==> config.mk <==
export PLATFORM = sky130hd
export DESIGN_NAME = mdio_wide_reg_seq
export DESIGN_NICKNAME = d
export VERILOG_FILES = /design/src/rtl/mdio_wide_reg_pkg.sv /design/src/rtl/mdio_wide_req_hold.sv /design/src/rtl/mdio_wide_step_fsm.sv /design/src/rtl/mdio_wide_rd_merge.sv /design/src/rtl/mdio_wide_reg_seq.sv
export SDC_FILE = /design/constraint.sdc
export NUM_CORES = 1
export LEC_CHECK = 0
export BUFFER_PORTS_ARGS = -buffer_cell sky130_fd_sc_hd__buf_2
export CAP_MARGIN = 20
export CORE_UTILIZATION = 45
export CTS_CLUSTER_DIAMETER = 30
export DETAILED_ROUTE_END_ITERATION = 8
export GPL_TIMING_DRIVEN = 1
export PLACE_DENSITY = 0.78
export RECOVER_POWER = 100
export SYNTH_ARGS = -nofsm -noshare
export SYNTH_HDL_FRONTEND = slang
export SYNTH_SLANG_ARGS = --single-unit
==> constraint.sdc <==
create_clock -name clk -period 2.93 [get_ports clk]
set_input_delay 0.1465 -clock clk [delete_from_list [all_inputs] [get_ports clk]]
set_output_delay 0.1465 -clock clk [all_outputs]
set_load 0.05 [all_outputs]
==> src/rtl/mdio_wide_reg_pkg.sv <==
package mdio_wide_reg_pkg;

    localparam int DATA_W   = 32;
    localparam int HALF_W   = DATA_W / 2;
    localparam int PHY_W    = 5;
    localparam int REG_W    = 5;
    localparam int PAGE_LSB = 6;
    localparam int PAGE_W   = 10;
    localparam int SEL_LSB  = 2;
    localparam int SEL_W    = 4;
    localparam int ADDR_W   = PAGE_LSB + PAGE_W;

    typedef enum logic [1:0] {
        ST_PAGE = 2'd0,
        ST_LOW  = 2'd1,
        ST_HIGH = 2'd2
    } step_e;

    typedef enum logic [1:0] {
        PH_IDLE  = 2'd0,
        PH_ISSUE = 2'd1,
        PH_WAIT  = 2'd2,
        PH_ACK   = 2'd3
    } phase_e;

    typedef struct packed {
        logic              is_write;
        logic [ADDR_W-1:0] addr;
        logic [DATA_W-1:0] wdata;
    } xfer_t;

    typedef struct packed {
        logic              is_write;
        logic [PHY_W-1:0]  phy;
        logic [REG_W-1:0]  regnum;
        logic [HALF_W-1:0] wdata;
    } mdio_cmd_t;

    function automatic step_e step_after(step_e s);
        case (s)
            ST_PAGE: return ST_LOW;
            ST_LOW:  return ST_HIGH;
            default: return ST_HIGH;
        endcase
    endfunction

    function automatic mdio_cmd_t form_cmd(
        step_e            s,
        xfer_t            x,
        logic [PHY_W-1:0] dev_phy,
        logic [REG_W-1:0] page_reg,
        logic [REG_W-1:0] high_reg
    );
        mdio_cmd_t c;
        c.phy = dev_phy;
        case (s)
            ST_PAGE: begin
                c.is_write = 1'b1;
                c.regnum   = page_reg;
                c.wdata    = HALF_W'(x.addr[PAGE_LSB +: PAGE_W]);
            end
            ST_LOW: begin
                c.is_write = x.is_write;
                c.regnum   = REG_W'(x.addr[SEL_LSB +: SEL_W]);
                c.wdata    = x.is_write ? x.wdata[HALF_W-1:0] : '0;
            end
            default: begin
                c.is_write = x.is_write;
                c.regnum   = high_reg;
                c.wdata    = x.is_write ? x.wdata[DATA_W-1:HALF_W] : '0;
            end
        endcase
        return c;
    endfunction

endpackage

==> src/rtl/mdio_wide_req_hold.sv <==
module mdio_wide_req_hold
    import mdio_wide_reg_pkg::*;
(
    input  logic  clk,
    input  logic  rst,
    input  logic  load,
    input  xfer_t req_in,
    output xfer_t held
);
    always_ff @(posedge clk) begin
        if (rst) begin
            held <= '0;
        end else if (load) begin
            held <= req_in;
        end
    end
endmodule

==> src/rtl/mdio_wide_step_fsm.sv <==
module mdio_wide_step_fsm
    import mdio_wide_reg_pkg::*;
(
    input  logic  clk,
    input  logic  rst,
    input  logic  req_valid,
    input  logic  cmd_ready,
    input  logic  cmd_done,
    output logic  load,
    output logic  issue,
    output logic  ack,
    output logic  cap_low,
    output logic  cap_high,
    output step_e step
);
    phase_e phase;

    always_ff @(posedge clk) begin
        if (rst) begin
            phase <= PH_IDLE;
            step  <= ST_PAGE;
        end else begin
            case (phase)
                PH_IDLE: begin
                    if (req_valid) begin
                        phase <= PH_ISSUE;
                        step  <= ST_PAGE;
                    end
                end
                PH_ISSUE: begin
                    if (cmd_ready) begin
                        phase <= PH_WAIT;
                    end
                end
                PH_WAIT: begin
                    if (cmd_done) begin
                        if (step == ST_HIGH) begin
                            phase <= PH_ACK;
                        end else begin
                            phase <= PH_ISSUE;
                            step  <= step_after(step);
                        end
                    end
                end
                default: begin
                    phase <= PH_IDLE;
                end
            endcase
        end
    end

    always_comb begin
        load     = (phase == PH_IDLE) && req_valid;
        issue    = (phase == PH_ISSUE);
        ack      = (phase == PH_ACK);
        cap_low  = (phase == PH_WAIT) && cmd_done && (step == ST_LOW);
        cap_high = (phase == PH_WAIT) && cmd_done && (step == ST_HIGH);
    end
endmodule

==> src/rtl/mdio_wide_rd_merge.sv <==
module mdio_wide_rd_merge
    import mdio_wide_reg_pkg::*;
(
    input  logic              clk,
    input  logic              rst,
    input  logic              cap_low,
    input  logic              cap_high,
    input  logic [HALF_W-1:0] half_in,
    output logic [DATA_W-1:0] word_out
);
    localparam int N_HALVES = DATA_W / HALF_W;

    logic [N_HALVES-1:0] cap_vec;
    assign cap_vec = {cap_high, cap_low};

    for (genvar h = 0; h < N_HALVES; h++) begin : g_half
        always_ff @(posedge clk) begin
            if (rst) begin
                word_out[h*HALF_W +: HALF_W] <= '0;
            end else if (cap_vec[h]) begin
                word_out[h*HALF_W +: HALF_W] <= half_in;
            end
        end
    end
endmodule

==> src/rtl/mdio_wide_reg_seq.sv <==
module mdio_wide_reg_seq
    import mdio_wide_reg_pkg::*;
#(
    parameter logic [PHY_W-1:0] DEV_PHY_ADDR = 5'h1F,
    parameter logic [REG_W-1:0] PAGE_REG_NUM = 5'h1F,
    parameter logic [REG_W-1:0] HIGH_REG_NUM = 5'h10
) (
    input  logic              clk,
    input  logic              rst,
    input  logic              req_valid,
    input  logic              req_write,
    input  logic [ADDR_W-1:0] req_addr,
    input  logic [DATA_W-1:0] req_wdata,
    output logic              req_ack,
    output logic [DATA_W-1:0] req_rdata,
    output logic              cmd_valid,
    input  logic              cmd_ready,
    output logic              cmd_write,
    output logic [PHY_W-1:0]  cmd_phy,
    output logic [REG_W-1:0]  cmd_reg,
    output logic [HALF_W-1:0] cmd_wdata,
    input  logic              cmd_done,
    input  logic [HALF_W-1:0] cmd_rdata
);
    xfer_t     req_in;
    xfer_t     held;
    mdio_cmd_t cur_cmd;
    step_e     step;
    logic      load, issue, cap_low, cap_high;

    assign req_in = '{is_write: req_write, addr: req_addr, wdata: req_wdata};

    mdio_wide_req_hold u_hold (
        .clk    (clk),
        .rst    (rst),
        .load   (load),
        .req_in (req_in),
        .held   (held)
    );

    mdio_wide_step_fsm u_fsm (
        .clk       (clk),
        .rst       (rst),
        .req_valid (req_valid),
        .cmd_ready (cmd_ready),
        .cmd_done  (cmd_done),
        .load      (load),
        .issue     (issue),
        .ack       (req_ack),
        .cap_low   (cap_low),
        .cap_high  (cap_high),
        .step      (step)
    );

    mdio_wide_rd_merge u_merge (
        .clk      (clk),
        .rst      (rst),
        .cap_low  (cap_low),
        .cap_high (cap_high),
        .half_in  (cmd_rdata),
        .word_out (req_rdata)
    );

    always_comb begin
        cur_cmd   = form_cmd(step, held, DEV_PHY_ADDR, PAGE_REG_NUM, HIGH_REG_NUM);
        cmd_valid = issue;
        cmd_write = cur_cmd.is_write;
        cmd_phy   = cur_cmd.phy;
        cmd_reg   = cur_cmd.regnum;
        cmd_wdata = cur_cmd.wdata;
    end
endmodule

# ---- Word level (Yosys, flattened, before mapping)
# Cells that the tools add are included.
dict set report op_classes {
  reduce_logical 9
  n_eq_ne 9
  muxes 14
}
# operator n
set ops {}
lappend ops {{$pmux 21 s2} 1}
lappend ops {{$mux 16} 2}
lappend ops {{$mux 2} 8}
lappend ops {{$eq 2x2->1 const B} 3}
lappend ops {{$ne 2x2->1 const B} 3}
lappend ops {{$pmux 2 s3} 1}
lappend ops {{$eq 2x1->1 const B} 2}
lappend ops {{$logic_and 1x1->1} 4}
lappend ops {{$logic_not 2->1} 2}
lappend ops {{$pmux 2 s2} 1}
lappend ops {{$reduce_and 4->1} 1}
lappend ops {{$reduce_and 3->1} 1}
lappend ops {{$ne 2x1->1 const B} 1}
lappend ops {{$reduce_bool 2->1} 1}
lappend ops {{$mux 1} 1}
dict set report totals {
  reg_bits 85
  wordCells 39
}

# ---- Logic depth before layout (Yosys ltp)
dict set report logic_depth {
  depth_word 5
  mapped_depth 7
  mapped_depth_nobuf 4
}

# ---- By module
# A second synthesis with hierarchy kept.
dict set report hier_totals {
  hier_cells 365
  hier_area_um2 3688.5
}
# mod cells_per_inst instances area_per_inst_um2 seq_area_each_um2
set by_module_without_submodules {}
lappend by_module_without_submodules {mdio_wide_req_hold 158 1 1744.2 980.9}
lappend by_module_without_submodules {mdio_wide_rd_merge 103 1 1157.4 640.6}
lappend by_module_without_submodules {mdio_wide_reg_seq 74 1 536.8 0.0}
lappend by_module_without_submodules {mdio_wide_step_fsm 30 1 250.2 80.1}

# ---- Worst setup path before layout
# No wires, ideal clock.
dict set report synth_timing {
  kind {register to output}
  from {reg u_fsm.step[1]}
  to {out cmd_reg[0]}
  t_arrival_ns 1.418
  stages_incl_launch_ff 4
  required_ns 2.784
  n_path_buf 2
  slack_ns 1.365
  cell_sequence {dfxtp_1 -> buf_2 -> clkbuf_1 -> a21oi_1}
}
dict set report synth_between {
  elab_chain_cells 2
  word_cells_on_any_way 3
}
# item line
set synth_rtl {}
lappend synth_rtl {{start: declaration} mdio_wide_step_fsm.sv:14} ;# output step_e step
lappend synth_rtl {{start signal: assignment} mdio_wide_step_fsm.sv:41} ;# step <= step_after(step);
lappend synth_rtl {{$eq 2x1->1 or $logic_not 2->1 (tied branches)} mdio_wide_reg_pkg.sv:56} ;# case (s)
lappend synth_rtl {{$pmux 21 s2 *} mdio_wide_reg_pkg.sv:56}
lappend synth_rtl {{end: declaration} mdio_wide_reg_seq.sv:20} ;# output logic [REG_W-1:0] cmd_reg,
# Every way passes the cells marked *; elsewhere a longest branch is shown, timed or not.

# ---- Worst setup path in the final report
dict set report layout_timing {
  from {reg u_fsm.step[1]}
  to {out cmd_reg[4]}
}
# The elaborated chain is that of the path after synthesis.

==> run summary <==
Rel. slew slack: 0.387
P_leak: 0.00170 µW
FMAX: 393 MHz
Synthesis Warnings: 0
Starting Density: 0.466
CP arrival: 2.40 ns
Pre-antenna DRT Iters: 5
Row cnt: 32
Initial DRC Count: 162
Remaining DRCs: 0
Max IR drop VDD: 0.282 mV
Port Buffers: 123
Remaining Overflow, GRT: 0
Area Growth Syn to Fin: 18.7%
Crit Path Max Fanout: 17
PwrDens: 552 nW/µm²
Largest net degree at the start of global routing: 49
Fin crit period: 2.55 ns
Die X-Extent: 91.7 µm
Dpl ws: 0.953 ns
Min-Delay Path Class: in2reg
Detailed-route via count: 3449
Resize count post-CTS: 0
Vias/cell: 5.27
Inserted Clock Buffers: 9
Netlist cell types: 29
CORE AREA: 7770 µm²
Flops & latches, synth: 83
Design Power: 2370 µW
Total placed cells including tap cells: 640
Setup-failing EPs final: 0
Final GP Congestion: 0.747
Tot GR Track Use: 0.218
Synthesized cell area: 3620 µm²
Post CTS Setup Buffer Count: 0
Worst-case clock buffer depth: 2
Clock H-tree levels: 3
Crit share post-route: 0.869
Hpwl dp: 5850 µm
Final Hold Fails: 0
Crit end category: primary output
Setup Crit Path Kind: reg2out
CTS tree: built
Initial antenna violation count: 0
Layout cells sized above 1: 0.197
Reg clk slew, reported paths: 0.08 ns
Startpoint types: register
Final WS setup: 0.384 ns
Routed length per placed instance: 13.5 µm
Max-slew violations: 0
Nets: 619
Top Ports: 131
Post-route setup TNS: 0 ns
DRT Wirelength: 8820 µm
Largest cells by area after synthesis: dfxtp_1, a21oi_1, nand2_1
Unrepaired setup endpoints after global routing: false
Clock Latency Late Sink: 0.35 ns
Post-DRT Antenna Nets: 0
Layout Skew: 0.00608 ns
Area leader, netlist: dfxtp_1
Yosys top cell area share: 0.459
Die area: 8410 µm²
Worst-Margin Slew: 0.919 ns
CTS root buffer: clkbuf_8
Die height: 91.7 µm
Reported max-cap violation count: 0
Sequential area share after synthesis: 0.459
Syn Area/Cell: 8.06 µm²
Hold buffer count at cts: 0
Syn Inst Count: 449
Clk sinks: 83
Vias in the first global route: 3304
# diodes: 0
Status: completed
Critical Path RT: 2.78 ns
First-pass GRT wire length: 14800 µm
Fin cells: 655
==> kinds of logic (layout without fill, tap and decap cells) <==
family | count (synthesis) | after routing | share of synthesized area
buf+inv | 53 | 153 | 0.0902
flops | 83 | 83 | 0.459
mux | 2 | 2 | 0.00553
other cells | 1 | 5 | 0.00104
simple gates | 165 | 165 | 0.203
compound gates | 145 | 145 | 0.241
==> report_power, final <==
part,switching (µW),total (µW),internal (µW)
combinational,182,273,91.2
clock,398,897,499
sequential,30.2,1200,1170
total,610,2370,1760
==> cell type report <==
cell class | count | area [µm²]
Fill cell | 762 | 3470
Sequential cell | 83 | 1660
Multi-Input combinational cell | 317 | 1650
Timing Repair Buffer | 132 | 617
Clock buffer | 11 | 141
Tap cell | 102 | 128
Clock inverter | 4 | 75.1
Inverter | 6 | 22.5
==> path summary, 6_finish.rpt <==
path	startpoint	endpoint	slack [ns]	cells past startpoint
worst max-delay path	u_fsm.step[1]$_SDFFE_PP0P_	cmd_reg[4]	0.38	4
worst min-delay path	req_wdata[28]	u_hold.held[28]$_SDFFE_PP0P_	0.03	3
worst max register to register	u_fsm.step[1]$_SDFFE_PP0P_	u_merge.word_out[16]$_SDFFE_PP0P_	0.73	4
worst min register to register	u_hold.held[12]$_SDFFE_PP0P_	u_hold.held[12]$_SDFFE_PP0P_	0.46	2
==> metal layers <==
layer  GRT usage  vias to the layer above  part of all wire
met5           0                        -                 0
li1            -                     1702                 -
met2       0.357                      154              0.46
met3      0.0730                        8             0.093
met1       0.273                     1585              0.44
met4      0.0582                        0            0.0097
==> cell usage after synthesis <==
library cell  number
nand2_1          108
a21oi_1           85
dfxtp_1           83
nand3_1           30
o21ai_0           25
a22o_1            20
clkbuf_1          18
buf_4             14
buf_6              9
a21bo_1            8
and2_1             7
a21bo_2            6
buf_2              6
nand2b_1           6
inv_1              5
nor2b_1            4
mux2i_1            2
nor2_1             2
a21o_1             1
and2b_1            1
and3b_1            1
conb_1             1
inv_2              1
nand3b_1           1
nor3_1             1
nor3b_2            1
nor4b_1            1
or2_2              1
or3b_1             1
==> stage by stage <==
stage,area [µm²],util,hold WS (ns)
floorplan,3630,-,0.282
global placement,4150,0.534,0.388
detailed placement,4150,0.534,0.393
CTS,4370,0.562,0.0173
global route,4300,0.553,0.0124
finish,4300,0.553,0.0277
==> critical path, stage by stage (launching register included) <==
cell,delay (ns)
dfxtp_1,0.64
and2b_1,0.38
buf_4,0.27
inv_1,0.39
clkbuf_2,0.37
==> cell usage in the layout (no fill, tap or decap), drive strengths merged <==
| cell | count |
|---|---|
| a21bo | 14 |
| a21o | 1 |
| a21oi | 85 |
| a22o | 20 |
| and2 | 7 |
| and2b | 1 |
| and3b | 1 |
| buf | 82 |
| bufinv | 2 |
| clkbuf | 61 |
| clkinvlp | 2 |
| conb | 5 |
| dfxtp | 83 |
| inv | 6 |
| mux2i | 2 |
| nand2 | 108 |
| nand2b | 6 |
| nand3 | 30 |
| nand3b | 1 |
| nor2 | 2 |
| nor2b | 4 |
| nor3 | 1 |
| nor3b | 1 |
| nor4b | 1 |
| o21ai | 25 |
| or2 | 1 |
| or3b | 1 |
==> registers in the layout (all words and copies together) (netlist names) <==
register / count
u_hold.held: 47
u_fsm.phase: 2
u_fsm.step: 2
u_merge.word_out: 32
No activity file was read; power rests on OpenSTA's default activity.
